### src/rtl/lsi_pkg.sv
package lsi_pkg;
  localparam int CNT_W  = 16;
  localparam int DATA_W = 16;

  typedef enum logic [1:0] {
    PH_IDLE = 2'd0,
    PH_ARR1 = 2'd1,
    PH_ARR2 = 2'd2
  } meas_phase_e;
endpackage

### src/rtl/lsi_tick_gen.sv
module lsi_tick_gen (
  input  logic       clk,
  input  logic       rst_n,
  input  logic       clr,
  input  logic [1:0] range_sel,
  output logic       tick
);
  logic ph_q, ph_d;
  logic fast;

  assign fast = (range_sel >= 2'd2);

  always_comb begin
    ph_d = clr ? 1'b0 : ~ph_q;
    tick = ~clr & (fast | ph_q);
  end

  always_ff @(posedge clk or negedge rst_n) begin
    if (!rst_n) ph_q <= 1'b0;
    else        ph_q <= ph_d;
  end
endmodule

### src/rtl/lsi_int_seq.sv
module lsi_int_seq #(
  parameter int CNT_W = lsi_pkg::CNT_W
) (
  input  logic       clk,
  input  logic       rst_n,
  input  logic       clr,
  input  logic       tick,
  input  logic [1:0] width,
  output logic       done
);
  localparam int STEP = CNT_W / 4;
  localparam logic [CNT_W:0]   ONE_X = {{CNT_W{1'b0}}, 1'b1};
  localparam logic [CNT_W-1:0] INC   = {{(CNT_W-1){1'b0}}, 1'b1};

  function automatic logic [CNT_W-1:0] last_tick(input logic [1:0] w);
    logic [CNT_W:0] full;
    int sh;
    sh   = CNT_W - STEP * int'(w);
    full = (ONE_X << sh) - ONE_X;
    return full[CNT_W-1:0];
  endfunction

  logic [CNT_W-1:0] cnt_q, cnt_d;

  always_comb begin
    done  = tick & (cnt_q == last_tick(width));
    cnt_d = cnt_q;
    if (clr)       cnt_d = '0;
    else if (done) cnt_d = '0;
    else if (tick) cnt_d = cnt_q + INC;
  end

  always_ff @(posedge clk or negedge rst_n) begin
    if (!rst_n) cnt_q <= '0;
    else        cnt_q <= cnt_d;
  end
endmodule

### src/rtl/lsi_ext_seq.sv
module lsi_ext_seq #(
  parameter int CNT_W = lsi_pkg::CNT_W
) (
  input  logic             clk,
  input  logic             rst_n,
  input  logic             clr,
  input  logic             tick,
  input  logic             sync,
  output logic             done,
  output logic [CNT_W-1:0] tmr,
  output logic             sat,
  output logic [1:0]       phase
);
  import lsi_pkg::*;
  localparam logic [CNT_W-1:0] INC = {{(CNT_W-1){1'b0}}, 1'b1};

  meas_phase_e      ph_q, ph_d;
  logic [CNT_W-1:0] tmr_q, tmr_d;
  logic             sat_q, sat_d;

  always_comb begin
    ph_d  = ph_q;
    tmr_d = tmr_q;
    sat_d = sat_q;
    done  = 1'b0;
    if (tick && ph_q != PH_IDLE) begin
      if (&tmr_q) sat_d = 1'b1;
      else        tmr_d = tmr_q + INC;
    end
    if (sync) begin
      unique case (ph_q)
        PH_IDLE: begin
          ph_d  = PH_ARR1;
          tmr_d = '0;
          sat_d = 1'b0;
        end
        PH_ARR1: ph_d = PH_ARR2;
        PH_ARR2: begin
          done  = 1'b1;
          ph_d  = PH_ARR1;
          tmr_d = '0;
          sat_d = 1'b0;
        end
        default: ph_d = PH_IDLE;
      endcase
    end
    if (clr) begin
      ph_d  = PH_IDLE;
      tmr_d = '0;
      sat_d = 1'b0;
      done  = 1'b0;
    end
  end

  always_ff @(posedge clk or negedge rst_n) begin
    if (!rst_n) begin
      ph_q  <= PH_IDLE;
      tmr_q <= '0;
      sat_q <= 1'b0;
    end else begin
      ph_q  <= ph_d;
      tmr_q <= tmr_d;
      sat_q <= sat_d;
    end
  end

  assign tmr   = tmr_q;
  assign sat   = sat_q;
  assign phase = ph_q;
endmodule

### src/rtl/lsi_timing_ctrl.sv
module lsi_timing_ctrl #(
  parameter int DATA_W = lsi_pkg::DATA_W,
  parameter int CNT_W  = lsi_pkg::CNT_W
) (
  input  logic              clk,
  input  logic              rst_n,
  input  logic              cmd_enable,
  input  logic              cmd_pdown,
  input  logic              cmd_ext_mode,
  input  logic [1:0]        cmd_width,
  input  logic [1:0]        range_sel,
  input  logic              sync_stb,
  input  logic [DATA_W-1:0] adc_value,
  output logic              result_valid,
  output logic [DATA_W-1:0] sensor_data,
  output logic [CNT_W-1:0]  timer_data,
  output logic              timer_sat,
  output logic [1:0]        arr_phase
);
  // reset: asserted asynchronously, released on a clock edge
  logic [1:0] rst_sync_q;
  logic       rst_s_n;

  always_ff @(posedge clk or negedge rst_n) begin
    if (!rst_n) rst_sync_q <= 2'b00;
    else        rst_sync_q <= {rst_sync_q[0], 1'b1};
  end
  assign rst_s_n = rst_sync_q[1];

  // configuration tracking for abort on change
  logic [1:0] width_q;
  logic       mode_q;
  logic       run, cfg_chg, clr, tick;

  assign run     = cmd_enable & ~cmd_pdown;
  assign cfg_chg = (cmd_width != width_q) | (cmd_ext_mode != mode_q);
  assign clr     = ~run | cfg_chg;

  lsi_tick_gen u_tick (
    .clk       (clk),
    .rst_n     (rst_s_n),
    .clr       (clr),
    .range_sel (range_sel),
    .tick      (tick)
  );

  logic int_done;
  lsi_int_seq #(.CNT_W(CNT_W)) u_int (
    .clk   (clk),
    .rst_n (rst_s_n),
    .clr   (clr | cmd_ext_mode),
    .tick  (tick),
    .width (cmd_width),
    .done  (int_done)
  );

  logic             ext_done, ext_sat;
  logic [CNT_W-1:0] ext_tmr;
  logic [1:0]       ext_phase;
  lsi_ext_seq #(.CNT_W(CNT_W)) u_ext (
    .clk   (clk),
    .rst_n (rst_s_n),
    .clr   (clr | ~cmd_ext_mode),
    .tick  (tick),
    .sync  (sync_stb),
    .done  (ext_done),
    .tmr   (ext_tmr),
    .sat   (ext_sat),
    .phase (ext_phase)
  );

  // result registers
  logic              valid_q, valid_d;
  logic [DATA_W-1:0] sens_q, sens_d;
  logic [CNT_W-1:0]  tdat_q, tdat_d;

  always_comb begin
    valid_d = int_done | ext_done;
    sens_d  = valid_d ? adc_value : sens_q;
    tdat_d  = tdat_q;
    if (ext_done)      tdat_d = ext_tmr;
    else if (int_done) tdat_d = '0;
  end

  always_ff @(posedge clk or negedge rst_s_n) begin
    if (!rst_s_n) begin
      width_q <= 2'b00;
      mode_q  <= 1'b0;
      valid_q <= 1'b0;
      sens_q  <= '0;
      tdat_q  <= '0;
    end else begin
      width_q <= cmd_width;
      mode_q  <= cmd_ext_mode;
      valid_q <= valid_d;
      sens_q  <= sens_d;
      tdat_q  <= tdat_d;
    end
  end

  assign result_valid = valid_q;
  assign sensor_data  = sens_q;
  assign timer_data   = tdat_q;
  assign timer_sat    = ext_sat;
  assign arr_phase    = ext_phase;
endmodule

### config.mk
export PLATFORM = sky130hd
export DESIGN_NAME = lsi_timing_ctrl
export DESIGN_NICKNAME = d
export VERILOG_FILES = /design/src/rtl/lsi_pkg.sv /design/src/rtl/lsi_tick_gen.sv /design/src/rtl/lsi_int_seq.sv /design/src/rtl/lsi_ext_seq.sv /design/src/rtl/lsi_timing_ctrl.sv
export SDC_FILE = /design/constraint.sdc
export NUM_CORES = 1
export LEC_CHECK = 0
export BUFFER_PORTS_ARGS = -buffer_cell sky130_fd_sc_hd__buf_2
export CORE_ASPECT_RATIO = 0.9
export CORE_MARGIN = 2
export CORE_UTILIZATION = 35
export DETAILED_ROUTE_END_ITERATION = 7
export HOLD_SLACK_MARGIN = 0.02
export PLACE_DENSITY = 0.6
export SYNTH_ARGS = -nofsm -noshare
export SYNTH_HDL_FRONTEND = slang
export SYNTH_SLANG_ARGS = --single-unit
### constraint.sdc
create_clock -name clk -period 2.35 [get_ports clk]
set_clock_uncertainty 0.1 [all_clocks]
set_input_delay 0.47 -clock clk [delete_from_list [all_inputs] [get_ports clk]]
set_output_delay 0.47 -clock clk [all_outputs]
set_load 0.005 [all_outputs]
==> results.toml <==
[timing]
slew_viol_final = 0
fin_crit_ps = 2460
min_period_over_period_pct = 105
fin_ws_ps = -111
final_hold_viol_count = 0
holdWs_ps = 164
rsz0062_at_grt = "true"
fmax_ghz = 0.406
setup_viol = 16

[die]
placeableCoreArea_um2 = 9210
die_area_um2 = 10400
ios = 62
fp.dieW_um = 107
start_util_pct = 36.3
placementRows = 33
die_h_um = 96.8

[clock_tree]
cts_max_level = 3
clock_tree.root_cell = "clkbuf_8"
clkLatencyLatePin_ps = 360
cts_buffer_depth = 2
postCtsSetupRepairBufs = 0
numCtsBuffers = 9
cts_tree = "done"
clk_pin_slew_ps = 80
cts.sinks = 74

[placed_design]
placedCellCount = 537
gp_congestion = 0.778
port-buffer-count = 60
dp_hpwl_um = 5260

[grt]
grt_overflow = 0
antenna_found_initial = 0
grt_pass1_wl_um = 12600
grt_max_degree = 73
grt_pass1_vias = 2641
groute.usage.overall_pct = 15.6

[route]
avgRoutedWirePerCell_um = 13.3
dr.pass1.iters = 4
vias = 2712
remaining_drc_errors = 0
drtIter0Drc = 65
antenna_left = 0
routed_wl_um = 7350
via_per_inst = 4.90

[yosys]
syn_avg_cell_area_um2 = 10.3
synthesis.area_um2 = 3350
netlist_instances = 326
synthFlopType = "dfrtp_1"
synth_cell_type_count = 41
syn-num-nets = 354
async_reset_ff_share_pct = 100
ys.warnings.count = 0
synth-seq-cells = 74
synth_edf_count = 0
ys_seq_area_share_pct = 55.3

[worst_setup_path]
crit_path_start = "u_int.cnt_q[6]$_DFFE_PN0P_"
r2r_cells = 7
end_kind = "flop"
r2r_start = "u_int.cnt_q[6]$_DFFE_PN0P_"
critPathMaxFanout = 17
critPathRequiredTime_ps = 2490
crit_type = "reg -> reg"
worstPathArrival_ps = 2610
start_kind = "flop"

[power_and_ir_drop]
power_density_nw_per_um2 = 551
leakage_nw = 2.06
vdd_drop_max_mv = 0.289

[final_layout]
stdcell_count = 554
final_util_pct = 47.4
finalNetCount = 455
diodes = 0
syn_to_final_growth_pct = 30.6
drive_above_1_share_pct = 30.8

[run_status]
violations = "negative setup slack"
outcome = "finished, violations left"

[run]
maxCapViolCount = 0

[worst_hold_path]
hold_class = "reg -> async"
-- sequential cells by signal, indices dropped and copies added, names as in the netlist --
| name | flops |
|---|---|
| mode_q | 1 |
| result_valid | 1 |
| u_ext.tmr | 16 |
| rst_sync_q | 2 |
| u_int.cnt_q | 16 |
| u_ext.sat | 1 |
| width_q | 2 |
| u_ext.phase | 2 |
| timer_data | 16 |
| u_tick.ph_q | 1 |
| sensor_data | 16 |
-- routing by layer --
layer  vias up  wire length (µm)  GRT usage [%]
met5         -                 0              0
met3        11               348           5.46
met4         0               126           5.19
met2        50              3440           24.5
met1      1319              3440           19.9
li1       1332                 -              -
-- cell families after synthesis --
kind of cell	synth area share, %
simple gates	23.1
flops	55.3
compound gates	5.83
xor+xnor	7.07
mux	5.98
buf+inv	1.83
fa+ha+maj	0.748
other cells	0.112
-- cell type report --
type                    count  area [µm²]
clock buffers               9         124
multi-input cells         239        1500
flip-flops and latches     74        1850
well taps                 122         153
inverters                   1        3.75
repair buffers            102         651
fillers                   882        4840
clock inverters             7        82.6
-- repair_timing --
item | in CTS | in global routing
hold endpoints to repair | 2 | 0
hold buffers | 1 | 0
gates resized for setup | 5 | 3
setup endpoints to repair | 32 | 38
-- placed cells by master (no fill, tap or decap), types with 9 or more instances in the layout --
cell,n
dfrtp_1,73
buf_2,60
nand2_1,54
nor2_1,38
buf_4,37
xor2_1,15
mux2_1,14
o21ai_1,13
nand3_1,12
xnor2_1,12
clkbuf_8,9
-- Yosys cell counts (4+ instances only) --
library cell | count | area, µm²
nand4_1 | 8 | 50.1
o21ai_1 | 13 | 65.1
buf_2 | 4 | 20.0
nor3_1 | 7 | 35.0
nand2_1 | 54 | 203
a21oi_1 | 8 | 40.0
dfrtp_1 | 74 | 1850
xor2_1 | 15 | 131
xnor2_1 | 12 | 105
o21ai_0 | 4 | 20.0
nand3_1 | 12 | 60.1
nor2_1 | 40 | 150
clkbuf_1 | 6 | 22.5
and3_1 | 7 | 43.8
nor4_1 | 6 | 37.5
mux2_1 | 16 | 180
-- through the flow --
stage	TNS, ps	setup slack [ps]	power, W	area (µm²)
CTS	-1800	-125	0.00246	4350
global route	-3680	-183	0.00253	4370
global placement	-3650	-144	0.00140	4120
finish	-1560	-111	0.00241	4370
floorplan	-3660	-242	0.00135	3400
detailed placement	-4580	-154	0.00140	4120
-- power breakdown --
part           switching [W]  total [W]  leakage [nW]  internal [W]
combinational      0.0000536  0.0000971         0.931     0.0000434
sequential        0.00000297    0.00128          1.02       0.00128
clock               0.000523    0.00103         0.105      0.000507
total               0.000580    0.00241          2.06       0.00183
-- path summary, 6_finish.rpt --
path / end / slack (ps)
min reg2reg: timer_data[12]$_DFFE_PN0P_ / 160
min: timer_data[12]$_DFFE_PN0P_ / 160
max in group asynchronous: u_int.cnt_q[4]$_DFFE_PN0P_ / 1670
max: sensor_data[3]$_DFFE_PN0P_ / -110
min in group clk: sensor_data[10]$_DFFE_PN0P_ / 210
max reg2reg: sensor_data[3]$_DFFE_PN0P_ / -110
-- critical path, stage by stage (launching register included) --
cell	delay [ps]
dfrtp_1	400
or4_1	540
nor2_1	110
a21oi_1	40
or4_4	500
o21ai_4	160
buf_12	170
mux2_1	330
No activity file was read; power rests on OpenSTA's default activity.
